`src/rtl/mbist_pkg.sv`:
```
package mbist_pkg;

  typedef enum logic [2:0] {
    S_IDLE,
    S_SEL,
    S_WR,
    S_RQ,
    S_CMP,
    S_PAUSE
  } seq_st_e;

  localparam logic [3:0] RA_ACT  = 4'd0;
  localparam logic [3:0] RA_ALG  = 4'd1;
  localparam logic [3:0] RA_GLO  = 4'd2;
  localparam logic [3:0] RA_GHI  = 4'd3;
  localparam logic [3:0] RA_OVR  = 4'd4;
  localparam logic [3:0] RA_SRC  = 4'd5;
  localparam logic [3:0] RA_GO   = 4'd6;
  localparam logic [3:0] RA_CMD  = 4'd7;
  localparam logic [3:0] RA_STAT = 4'd8;
  localparam logic [3:0] RA_LOC  = 4'd9;
  localparam logic [3:0] RA_CNT  = 4'd10;
  localparam logic [3:0] RA_FADR = 4'd11;
  localparam logic [3:0] RA_FDAT = 4'd12;

  localparam logic [7:0] GO_CODE     = 8'h14;
  localparam logic [7:0] RESUME_CODE = 8'h02;
  localparam logic [1:0] SRC_ROM     = 2'd3;

endpackage

```
`src/rtl/mbist_sram.sv`:
```
module mbist_sram #(
  parameter int GRP_W  = 3,
  parameter int ADDR_W = 4,
  parameter int DATA_W = 8,
  localparam int AW    = GRP_W + ADDR_W,
  localparam int WORDS = 1 << AW,
  localparam int BIT_W = $clog2(DATA_W)
) (
  input  logic              clk,
  input  logic              rst,
  input  logic              we,
  input  logic [AW-1:0]     waddr,
  input  logic [DATA_W-1:0] wdata,
  input  logic [AW-1:0]     raddr,
  output logic [DATA_W-1:0] rdata,
  input  logic              flt_en,
  input  logic [AW-1:0]     flt_loc,
  input  logic [BIT_W-1:0]  flt_bit
);

  logic [DATA_W-1:0] mem [WORDS];
  logic [DATA_W-1:0] rd_q;
  logic [DATA_W-1:0] flip_q;

  // plain synchronous-read array so that block RAM can be inferred
  always_ff @(posedge clk) begin
    if (we) mem[waddr] <= wdata;
    rd_q <= mem[raddr];
  end

  always_ff @(posedge clk) begin
    if (rst) begin
      flip_q <= '0;
    end else if (flt_en && raddr == flt_loc) begin
      flip_q <= DATA_W'(1) << flt_bit;
    end else begin
      flip_q <= '0;
    end
  end

  assign rdata = rd_q ^ flip_q;

endmodule

```
`src/rtl/mbist_regs.sv`:
```
module mbist_regs
  import mbist_pkg::*;
#(
  parameter int N_ALGO = 4,
  parameter int N_GRP  = 8,
  parameter int RW     = 8,
  localparam int HALF  = N_GRP / 2
) (
  input  logic              clk,
  input  logic              rst,
  input  logic              wr,
  input  logic [3:0]        waddr,
  input  logic [RW-1:0]     wdata,
  input  logic [3:0]        raddr,
  output logic [RW-1:0]     rdata,
  output logic              act,
  output logic [N_ALGO-1:0] alg_msk,
  output logic [N_GRP-1:0]  grp_msk,
  output logic              ovr,
  output logic              start,
  output logic              resume,
  input  logic [RW-1:0]     stat_b,
  input  logic [RW-1:0]     loc_b,
  input  logic [RW-1:0]     cnt_b,
  input  logic [RW-1:0]     fadr_b,
  input  logic [RW-1:0]     fdat_b
);

  logic [HALF-1:0] glo, ghi;
  logic [1:0]      src;
  logic [RW-1:0]   rmux;

  always_ff @(posedge clk) begin
    if (rst) begin
      act     <= 1'b0;
      alg_msk <= '1;
      glo     <= '0;
      ghi     <= '0;
      ovr     <= 1'b1;
      src     <= '0;
      rdata   <= '0;
    end else begin
      rdata <= rmux;
      if (wr) begin
        case (waddr)
          RA_ACT: act     <= wdata[0];
          RA_ALG: alg_msk <= wdata[N_ALGO-1:0];
          RA_GLO: glo     <= wdata[HALF-1:0];
          RA_GHI: ghi     <= wdata[HALF-1:0];
          RA_OVR: ovr     <= wdata[0];
          RA_SRC: src     <= wdata[1:0];
          default: ;
        endcase
      end
    end
  end

  assign grp_msk = {ghi, glo};
  assign start   = wr && waddr == RA_GO && wdata == GO_CODE && act && src == SRC_ROM;
  assign resume  = wr && waddr == RA_CMD && wdata == RESUME_CODE;

  always_comb begin
    case (raddr)
      RA_ACT:  rmux = RW'(act);
      RA_ALG:  rmux = RW'(alg_msk);
      RA_GLO:  rmux = RW'(glo);
      RA_GHI:  rmux = RW'(ghi);
      RA_OVR:  rmux = RW'(ovr);
      RA_SRC:  rmux = RW'(src);
      RA_STAT: rmux = stat_b;
      RA_LOC:  rmux = loc_b;
      RA_CNT:  rmux = cnt_b;
      RA_FADR: rmux = fadr_b;
      RA_FDAT: rmux = fdat_b;
      default: rmux = '0;
    endcase
  end

endmodule

```
`src/rtl/mbist_seq.sv`:
```
module mbist_seq
  import mbist_pkg::*;
#(
  parameter int N_ALGO = 4,
  parameter int N_GRP  = 8,
  parameter int ADDR_W = 4,
  parameter int DATA_W = 8,
  parameter int CNT_W  = 2,
  localparam int ALG_W = $clog2(N_ALGO),
  localparam int GRP_W = $clog2(N_GRP),
  localparam int AW    = GRP_W + ADDR_W
) (
  input  logic              clk,
  input  logic              rst,
  input  logic              act,
  input  logic [N_ALGO-1:0] alg_msk,
  input  logic [N_GRP-1:0]  grp_msk,
  input  logic              ovr,
  input  logic              start,
  input  logic              resume,
  output logic              mem_we,
  output logic [AW-1:0]     mem_waddr,
  output logic [DATA_W-1:0] mem_wdata,
  output logic [AW-1:0]     mem_raddr,
  input  logic [DATA_W-1:0] mem_rdata,
  output logic              done,
  output logic              fail,
  output logic              paused,
  output logic [ALG_W-1:0]  f_alg,
  output logic [GRP_W-1:0]  f_grp,
  output logic [CNT_W-1:0]  f_cnt,
  output logic [ADDR_W-1:0] f_addr,
  output logic [DATA_W-1:0] f_data
);

  localparam logic [CNT_W-1:0] CMAX = '1;

  seq_st_e           state;
  logic [ALG_W-1:0]  alg, nxt_alg;
  logic [GRP_W-1:0]  grp, nxt_grp;
  logic [ADDR_W-1:0] addr;
  logic [DATA_W-1:0] exp_d;
  logic              pair_en, last_addr, last_pair, mismatch;

  function automatic logic [DATA_W-1:0] pat_f(input logic [ALG_W-1:0] a,
                                              input logic [ADDR_W-1:0] ad);
    logic [DATA_W-1:0] rep, alt;
    logic [1:0]        k;
    k = 2'(a);
    for (int i = 0; i < DATA_W; i++) begin
      rep[i] = ad[i % ADDR_W];
      alt[i] = (i % 2) == 1;
    end
    case (k)
      2'd0:    return '1;
      2'd1:    return alt;
      2'd2:    return rep;
      default: return ~rep;
    endcase
  endfunction

  always_comb begin
    pair_en   = alg_msk[alg] && grp_msk[grp] && (!ovr || (grp[0] == alg[0]));
    last_addr = (addr == '1);
    last_pair = (alg == ALG_W'(N_ALGO - 1)) && (grp == GRP_W'(N_GRP - 1));
    nxt_grp   = grp + 1'b1;
    nxt_alg   = (grp == GRP_W'(N_GRP - 1)) ? alg + 1'b1 : alg;
    exp_d     = pat_f(alg, addr);
    mismatch  = (mem_rdata != exp_d);
  end

  always_ff @(posedge clk) begin
    if (rst) begin
      state  <= S_IDLE;
      alg    <= '0;
      grp    <= '0;
      addr   <= '0;
      done   <= 1'b0;
      fail   <= 1'b0;
      f_alg  <= '0;
      f_grp  <= '0;
      f_cnt  <= '0;
      f_addr <= '0;
      f_data <= '0;
    end else if (act) begin
      case (state)
        S_IDLE: if (start) begin
          alg    <= '0;
          grp    <= '0;
          addr   <= '0;
          done   <= 1'b0;
          fail   <= 1'b0;
          f_alg  <= '0;
          f_grp  <= '0;
          f_cnt  <= '0;
          f_addr <= '0;
          f_data <= '0;
          state  <= S_SEL;
        end
        S_SEL: begin
          if (pair_en) begin
            addr  <= '0;
            state <= S_WR;
          end else if (last_pair) begin
            done  <= 1'b1;
            state <= S_IDLE;
          end else begin
            alg <= nxt_alg;
            grp <= nxt_grp;
          end
        end
        S_WR: begin
          addr <= addr + 1'b1;
          if (last_addr) state <= S_RQ;
        end
        S_RQ: state <= S_CMP;
        S_CMP, S_PAUSE: begin
          if (state == S_CMP && mismatch) begin
            fail <= 1'b1;
            if (f_cnt != CMAX) f_cnt <= f_cnt + 1'b1;
            if (f_cnt == '0) begin
              f_alg  <= alg;
              f_grp  <= grp;
              f_addr <= addr;
              f_data <= mem_rdata;
            end
            state <= S_PAUSE;
          end else if (state == S_CMP || resume) begin
            if (!last_addr) begin
              addr  <= addr + 1'b1;
              state <= S_RQ;
            end else if (last_pair) begin
              done  <= 1'b1;
              state <= S_IDLE;
            end else begin
              alg   <= nxt_alg;
              grp   <= nxt_grp;
              state <= S_SEL;
            end
          end
        end
        default: state <= S_IDLE;
      endcase
    end
  end

  assign mem_we    = act && state == S_WR;
  assign mem_waddr = {grp, addr};
  assign mem_wdata = exp_d;
  assign mem_raddr = {grp, addr};
  assign paused    = (state == S_PAUSE);

  AST_PAUSE_FAIL: assert property (@(posedge clk) disable iff (rst) paused |-> fail);
  AST_FIRST_HOLD: assert property (@(posedge clk) disable iff (rst)
    (f_cnt != '0 && !start) |=> ($stable(f_addr) && $stable(f_data) && $stable(f_grp)));
  AST_CNT_NO_WRAP: assert property (@(posedge clk) disable iff (rst)
    (f_cnt == CMAX && !start) |=> (f_cnt == CMAX));
  AST_HOLD_PAUSE: assert property (@(posedge clk) disable iff (rst)
    (state == S_PAUSE && !resume) |=> (state == S_PAUSE));
  AST_DONE_IDLE: assert property (@(posedge clk) disable iff (rst) done |-> (state == S_IDLE));
  AST_FROZEN: assert property (@(posedge clk) disable iff (rst)
    !act |=> ($stable(state) && $stable(addr) && $stable(grp)));

endmodule

```
`src/rtl/mbist_ctrl.sv`:
```
module mbist_ctrl #(
  parameter int N_ALGO = 4,
  parameter int N_GRP  = 8,
  parameter int ADDR_W = 4,
  parameter int DATA_W = 8,
  parameter int CNT_W  = 2,
  localparam int RW    = 8,
  localparam int ALG_W = $clog2(N_ALGO),
  localparam int GRP_W = $clog2(N_GRP),
  localparam int AW    = GRP_W + ADDR_W,
  localparam int BIT_W = $clog2(DATA_W)
) (
  input  logic              clk,
  input  logic              rst,
  input  logic              reg_wr,
  input  logic [3:0]        reg_addr,
  input  logic [RW-1:0]     reg_wdata,
  input  logic [3:0]        reg_raddr,
  output logic [RW-1:0]     reg_rdata,
  input  logic              flt_en,
  input  logic [GRP_W-1:0]  flt_grp,
  input  logic [ADDR_W-1:0] flt_addr,
  input  logic [BIT_W-1:0]  flt_bit
);

  logic              act, ovr, start, resume;
  logic [N_ALGO-1:0] alg_msk;
  logic [N_GRP-1:0]  grp_msk;
  logic              mem_we;
  logic [AW-1:0]     mem_waddr, mem_raddr;
  logic [DATA_W-1:0] mem_wdata, mem_rdata;
  logic              done, fail, paused;
  logic [ALG_W-1:0]  f_alg;
  logic [GRP_W-1:0]  f_grp;
  logic [CNT_W-1:0]  f_cnt;
  logic [ADDR_W-1:0] f_addr;
  logic [DATA_W-1:0] f_data;

  mbist_regs #(.N_ALGO(N_ALGO), .N_GRP(N_GRP), .RW(RW)) u_regs (
    .clk     (clk),
    .rst     (rst),
    .wr      (reg_wr),
    .waddr   (reg_addr),
    .wdata   (reg_wdata),
    .raddr   (reg_raddr),
    .rdata   (reg_rdata),
    .act     (act),
    .alg_msk (alg_msk),
    .grp_msk (grp_msk),
    .ovr     (ovr),
    .start   (start),
    .resume  (resume),
    .stat_b  (RW'({paused, fail, done})),
    .loc_b   (RW'({f_alg, f_grp})),
    .cnt_b   (RW'(f_cnt)),
    .fadr_b  (RW'(f_addr)),
    .fdat_b  (RW'(f_data))
  );

  mbist_seq #(
    .N_ALGO(N_ALGO), .N_GRP(N_GRP), .ADDR_W(ADDR_W), .DATA_W(DATA_W), .CNT_W(CNT_W)
  ) u_seq (
    .clk       (clk),
    .rst       (rst),
    .act       (act),
    .alg_msk   (alg_msk),
    .grp_msk   (grp_msk),
    .ovr       (ovr),
    .start     (start),
    .resume    (resume),
    .mem_we    (mem_we),
    .mem_waddr (mem_waddr),
    .mem_wdata (mem_wdata),
    .mem_raddr (mem_raddr),
    .mem_rdata (mem_rdata),
    .done      (done),
    .fail      (fail),
    .paused    (paused),
    .f_alg     (f_alg),
    .f_grp     (f_grp),
    .f_cnt     (f_cnt),
    .f_addr    (f_addr),
    .f_data    (f_data)
  );

  mbist_sram #(.GRP_W(GRP_W), .ADDR_W(ADDR_W), .DATA_W(DATA_W)) u_sram (
    .clk     (clk),
    .rst     (rst),
    .we      (mem_we),
    .waddr   (mem_waddr),
    .wdata   (mem_wdata),
    .raddr   (mem_raddr),
    .rdata   (mem_rdata),
    .flt_en  (flt_en),
    .flt_loc ({flt_grp, flt_addr}),
    .flt_bit (flt_bit)
  );

endmodule

```
`config.mk`:
```
export PLATFORM = sky130hd
export DESIGN_NAME = mbist_ctrl
export DESIGN_NICKNAME = d
export VERILOG_FILES = /design/src/rtl/mbist_pkg.sv /design/src/rtl/mbist_sram.sv /design/src/rtl/mbist_regs.sv /design/src/rtl/mbist_seq.sv /design/src/rtl/mbist_ctrl.sv
export SDC_FILE = /design/constraint.sdc
export NUM_CORES = 1
export LEC_CHECK = 0
export ABC_AREA = 1
export ABC_CLOCK_PERIOD_IN_PS = 6430
export BUFFER_PORTS_ARGS = -buffer_cell sky130_fd_sc_hd__buf_2
export CORE_MARGIN = 2
export CORE_UTILIZATION = 25
export DETAILED_ROUTE_END_ITERATION = 8
export PLACE_DENSITY = 0.37
export SYNTH_ARGS = -nofsm -noshare
export SYNTH_HDL_FRONTEND = slang
export SYNTH_SLANG_ARGS = --single-unit
```
`constraint.sdc`:
```
create_clock -name clk -period 6.43 [get_ports clk]
set_input_delay 0.643 -clock clk [delete_from_list [all_inputs] [get_ports clk]]
set_output_delay 0.643 -clock clk [all_outputs]
set_load 0.02 [all_outputs]
```
# Word level (Yosys, flattened, before mapping)
# Memory sizes are Yosys's and may differ from the RTL's. A register that Yosys moved wholly into a read port is not among the register bits.
# Cells that the tools add are included.
# totals
ff_bits,65
ram_bits,1024
input_bits,30
output_inout_bits,8
wordCells,177
n_memories,1
# mem_list
memory,words,width,read_ports,rd_ports_with_merged_regs,wr,line,source
u_sram.mem,128,8,1,1,1,mbist_sram.sv:21,logic [DATA_W-1:0] mem [WORDS];
# op_classes
add_sub_neg,4
order_cmp,2
eq_ne,47
shift,1
mux,63
n_bitwise,3
reduce_logical,37
# op_table
cell,n
case mux 8 bit (11 select lines),1
two-way mux 3 bit,15
two-way mux 4 bit,7
"== test 4 x 3 -> 1 bit, second input constant",6
"== test 4 bit, second input constant",6
two-way mux 8 bit,3
case mux 8 bit (3 select lines),1
two-way mux 2 bit,11
"== test 4 x 2 -> 1 bit, second input constant",4
case mux 4 bit (4 select lines),1
case mux 8 bit (2 select lines),1
case mux 3 bit (5 select lines),1
AND reduction 5 bit,3
"!= test 2 x 1 -> 1 bit, second input constant",7
AND reduction 7 bit,2
logical AND 1 bit,12
two-way mux 1 bit,12
AND reduction 2 bit,6
"!= test 2 bit, second input constant",5
"== test 3 bit, second input constant",3
case mux 3 bit (3 select lines),1
"== test 4 x 1 -> 1 bit, second input constant",2
"== test 8 x 2 -> 1 bit, second input constant",1
"== test 8 x 5 -> 1 bit, second input constant",1
35 further kinds,45

# Logic depth before layout (Yosys ltp)
# logic_depth
word_depth,7
mapped_depth,16
depth_no_buf,16

# Cells and area by module
# A second synthesis with hierarchy kept.
# unflattened
cells_unflattened,4223
area_unflattened_um2,46325.7
# by_module_without_submodules
module,instances,cells_each,area_each_um2,seq_area_each_um2
mbist_sram,1,3625,42518.3,31069.8
mbist_seq,1,356,2331.0,660.6
mbist_regs,1,241,1472.7,480.5
mbist_ctrl,1,1,3.8,0.0

# Least setup slack after synthesis
# Ideal clock, no wire load.
# synth_path
path_type,reg2reg
from,register u_seq.alg[0]
to,register u_seq.f_grp[0]
setup_ps,115
arrival_time_ps,5163
required_time_ps,6315
path_slack_ps,1151
path_stages_with_launch,15
path_buffers,1
synth_period_minus_slack_ps,5279
cell_sequence,dfxtp_1 > inv_1 > ha_1 > nand2_1 > a21oi_1 > nand2_1 > nand2_1 > nor2_1 > nand3_1 > nand3_2 > nand2_4 > buf_4 > nand3_1 > nand2_1 > nor2_1
# synth_via
elab_chain_cells,6
elab_cells_between_ends,8
classes_between,4 x eq/ne; 1 x mux; 3 x reduce/logical
# synth_rtl
element,line,source
start: declaration,mbist_seq.sv:39,"logic [ALG_W-1:0] alg, nxt_alg;"
start signal: assignment,mbist_seq.sv:108,alg <= nxt_alg;
start signal: assignment,mbist_seq.sv:136,alg <= nxt_alg;
== test 2 bit (tied with other cells),mbist_seq.sv:54,case (k)
case mux 8 bit (3 select lines) (*),mbist_seq.sv:54,
via mem_wdata[0],mbist_ctrl.sv:31,"logic [DATA_W-1:0] mem_wdata, mem_rdata;"
!= test 8 bit (*),mbist_seq.sv:69,mismatch = (mem_rdata != exp_d);
logical AND 1 bit (*),mbist_seq.sv:118,if (state == S_CMP && mismatch) begin
!= test 2 x 1 -> 1 bit (no source line) (*),n/a,
AND reduction 5 bit (no source line) (*),n/a,
end signal: assignment,mbist_seq.sv:123,f_grp <= grp;
end: declaration,mbist_seq.sv:30,"output logic [GRP_W-1:0] f_grp,"
# The timed path passes the listed nets; every way through them passes the cells marked *.
# A chain may end at the register's enable or synchronous reset.

# Worst setup path after layout
# layout_path
from,register u_seq.addr[1]
to,memory u_sram.mem[65][4] (enable)
# layout_lines
element,line,source
start: declaration,mbist_seq.sv:41,logic [ADDR_W-1:0] addr;
start signal: assignment,mbist_seq.sv:113,addr <= addr + 1'b1;
start signal: assignment,mbist_seq.sv:130,addr <= addr + 1'b1;
end: declaration,mbist_sram.sv:21,
# Straight into the memory's write port.

==> key figures <==
Clock network
  • Hold-fix buffers, CTS: 0
  • CTS tree: done
  • Post-cts sizing count: 0
  • Later-pin clock latency in the skew report: 0.62 ns
  • Worst-path clk slew: 0.06 ns
  • Clock buffer depth: 3
  • CTS buffer count: 69
  • Htree depth: 3
  • CTS root buf: clkbuf_16
  • Setup bufs post-CTS: 0
  • Clock sink count: 581

Cells and area
  • Share of cells above drive strength 1: 8.10%
  • Filler cells: 10200
  • Final nets: 2490
  • Area Overhead vs Synth: 15.4%
  • Commonest cells after routing, fill and taps aside: 908 x nand2_1, 512 x edfxtp_1, 278 x nor2_1
  • Leading cell type in the layout, fill and taps excluded: nand2_1
  • # diodes: 0

Setup path
  • CP Capture Type: flop
  • Critical path data required time: 6.70 ns
  • Worst r2r dst: u_sram.mem[65][4]
  • Arr. time, crit path: 4.21 ns
  • Worst Reg-to-Reg Cells: 6
  • Critical path class: flop to flop
  • Critical-path maximum fanout: 35
  • Worst R2R Setup Slack: 2.49 ns
  • Startpoint types: flop
  • RR Startpoint: u_seq.addr[1]

Logic synthesis
  • Post-synth ARST share: 0%
  • Number of synthesized register bits: 581
  • Synth Cell Area: 24600 µm²
  • Syn Nets: 2462
  • Synth unique cells: 38
  • Synth warn: 0
  • Main flop type after synthesis: edfxtp_1
  • Gate Count Post-Synth: 2423
  • Number of flops mapped to enable cells by yosys: 512
  • Sequential share of the synthesized area: 68.0%
  • Mean Syn Cell Area: 10.2 µm²

Pwr
  • Cell Pwr Density: 282 nW/µm²
  • Power Total: 0.00802 W
  • Switching Share: 20.3%
  • Psw: 0.00163 W
  • Clock Power Share: 48.9%
  • Max VDD drop: 0.000160 V
  • Logic pwr share: 0.6%
  • Register share of total power: 50.5%
  • Int Power: 0.00639 W
  • LEAKAGE: 9.96 nW

Placement
  • Placer congestion estimate: 0.775
  • Pre-CTS setup slack: 2.46 ns
  • DP HPWL: 49000 µm
  • Port bufs: 37

STA
  • Slew @ Worst Pin: 1.29 ns
  • Total negative slack: 0 ns
  • Tcrit/Tclk final: 61.3%
  • RSZ-0062 raised after global routing: no
  • Worst rel slew slack: 13.5%
  • Post-route setup slack: 2.49 ns
  • Max Clock Freq: 254 MHz
  • Hold Worst Slack: 0.266 ns
  • Final setup viols: 0
  • Final Hold Fails: 0
  • Tmin final: 3.94 ns
  • Final setup skew: 0.0267 ns
  • Final slew viol count: 0

Route
  • 1st-iter DRT viols: 1396
  • Antenna-violating nets left: 0
  • Routed wire per std cell: 21.3 µm
  • Drt total wl: 80800 µm
  • First-pass iteration count of the detailed router: 8
  • # DRC: 0
  • Vias/cell: 4.56
  • Routed vias: 17299

Floorplan
  • Die span in y: 318 µm
  • Number of I/O pins: 38
  • Std-Cell Rows: 115
  • Die X-Extent: 318 µm
  • Starting Density: 25.1%
  • Core Area: 98000 µm²
  • DIE AREA: 101000 µm²

Global route
  • Vias in the first global route: 17977
  • GRT overflow: 0
  • Initial antenna violation count: 1
  • First-pass GRT wire length: 119000 µm
  • Largest net degree at the start of global routing: 98
  • Total GRT Usage: 15.9%

Run status
  • Status: completed

Job
  • Max Cap Viol: 0

Min path
  • Hold Crit Class: input port to flop
  • Hold path start: flt_bit[0]
  • Hold Path Sink: u_sram.flip_q[2]
  • Hold path cells: 2
## kinds of logic after synthesis
group	share of synthesized area, %
buffers and inverters	3.63
AOI/OAI and AO/OA	5.97
xor gates and xnor gates	0.427
DFF	68.0
and+or+nand+nor	21.5
adders and majority gates	0.457
## cell type report
class                      instances  area (µm²)  share of cell area, %
sequential                       581       16800                   59.0
clock buffer                      98        1920                   6.75
multi-input combinational       1628        7010                   24.7
timing repair buffer              61         365                   1.29
clock inverter                    28         319                   1.12
tap                             1287        1610                   5.67
inverter                         110         430                   1.51
## routing by layer
metal	up-vias	global-route usage (%)	part of all wire (%)
met5	-	0	0.016
met3	129	2.73	5.0
met1	8492	21.1	45
met4	2	4.66	2.6
li1	8234	-	-
met2	442	26.5	47
## synth_stat cells, types with 3 or more instances
cell / count / area, µm²
a22oi_1: 15 / 113
o22ai_1: 14 / 87.6
buf_1: 13 / 48.8
o21a_1: 3 / 22.5
a21oi_1: 160 / 801
nand2_2: 3 / 18.8
ha_1: 9 / 113
nand2_1: 911 / 3420
or2_2: 21 / 131
xor2_1: 8 / 70.1
nand4_1: 29 / 181
dfxtp_1: 69 / 1380
buf_2: 34 / 170
inv_1: 98 / 368
o211ai_1: 4 / 30.0
buf_6: 4 / 45.0
o21ai_0: 67 / 335
nand3b_1: 10 / 75.1
xnor2_1: 4 / 35.0
nand3_1: 62 / 310
inv_2: 10 / 37.5
buf_4: 5 / 37.5
nor3_1: 10 / 50.1
clkbuf_1: 48 / 180
nor2_1: 281 / 1050
a31oi_1: 3 / 18.8
edfxtp_1: 512 / 15400
## critical path, cell delays in order (launching register included)
cell	delay [ns]
dfxtp_4	0.49
inv_2	0.60
buf_4	0.56
nand3_1	0.15
inv_2	0.33
nand2_1	0.78
nor2_1	0.65
## stage by stage
stage	utilization, %	cell area (µm²)	cells
global placement	26.7	26200	3667
floorplan	-	24600	2423
finish	29.0	28400	3793
detailed placement	26.7	26200	3667
CTS	29.0	28400	3793
global route	29.0	28400	3793
## power groups by stage
stage                     clock (W)  sequential, W  combinational [W]
after global routing        0.00416        0.00404          0.0000574
after CTS                   0.00402        0.00405          0.0000519
after floorplan                   0        0.00413          0.0000256
after detailed placement          0        0.00413          0.0000514
after global placement            0        0.00413          0.0000511
final                       0.00392        0.00405          0.0000513
## worst max-delay path by stage
stage,startpoint,end,cells past startpoint
finish,u_seq.addr[1],u_sram.mem[65][4],6
global route,u_seq.addr[1],u_sram.mem[113][4],6
CTS,u_seq.addr[1],u_sram.mem[113][4],6
detailed placement,u_seq.addr[1],u_sram.mem[113][6],6
global placement,u_seq.addr[1],u_sram.mem[113][4],6
floorplan,u_seq.alg[0],u_seq.f_grp[0],14
## flip-flops by register name, indices dropped and copies added (netlist names)
signal and flops:
u_sram.mem 512, u_regs.rdata 8, u_seq.f_data 8, u_sram.flip_q 8, u_regs.alg_msk 4, u_regs.ghi 4, u_regs.glo 4, u_seq.addr 4
u_seq.f_addr 4, u_sram.rd_q 4, u_seq.f_grp 3, u_seq.grp 3, u_seq.state 3, u_regs.src 2, u_seq.alg 2, u_seq.f_alg 2
u_seq.f_cnt 2, u_regs.act 1, u_regs.ovr 1, u_seq.done 1, u_seq.fail 1
No activity file was read; power rests on OpenSTA's default activity.
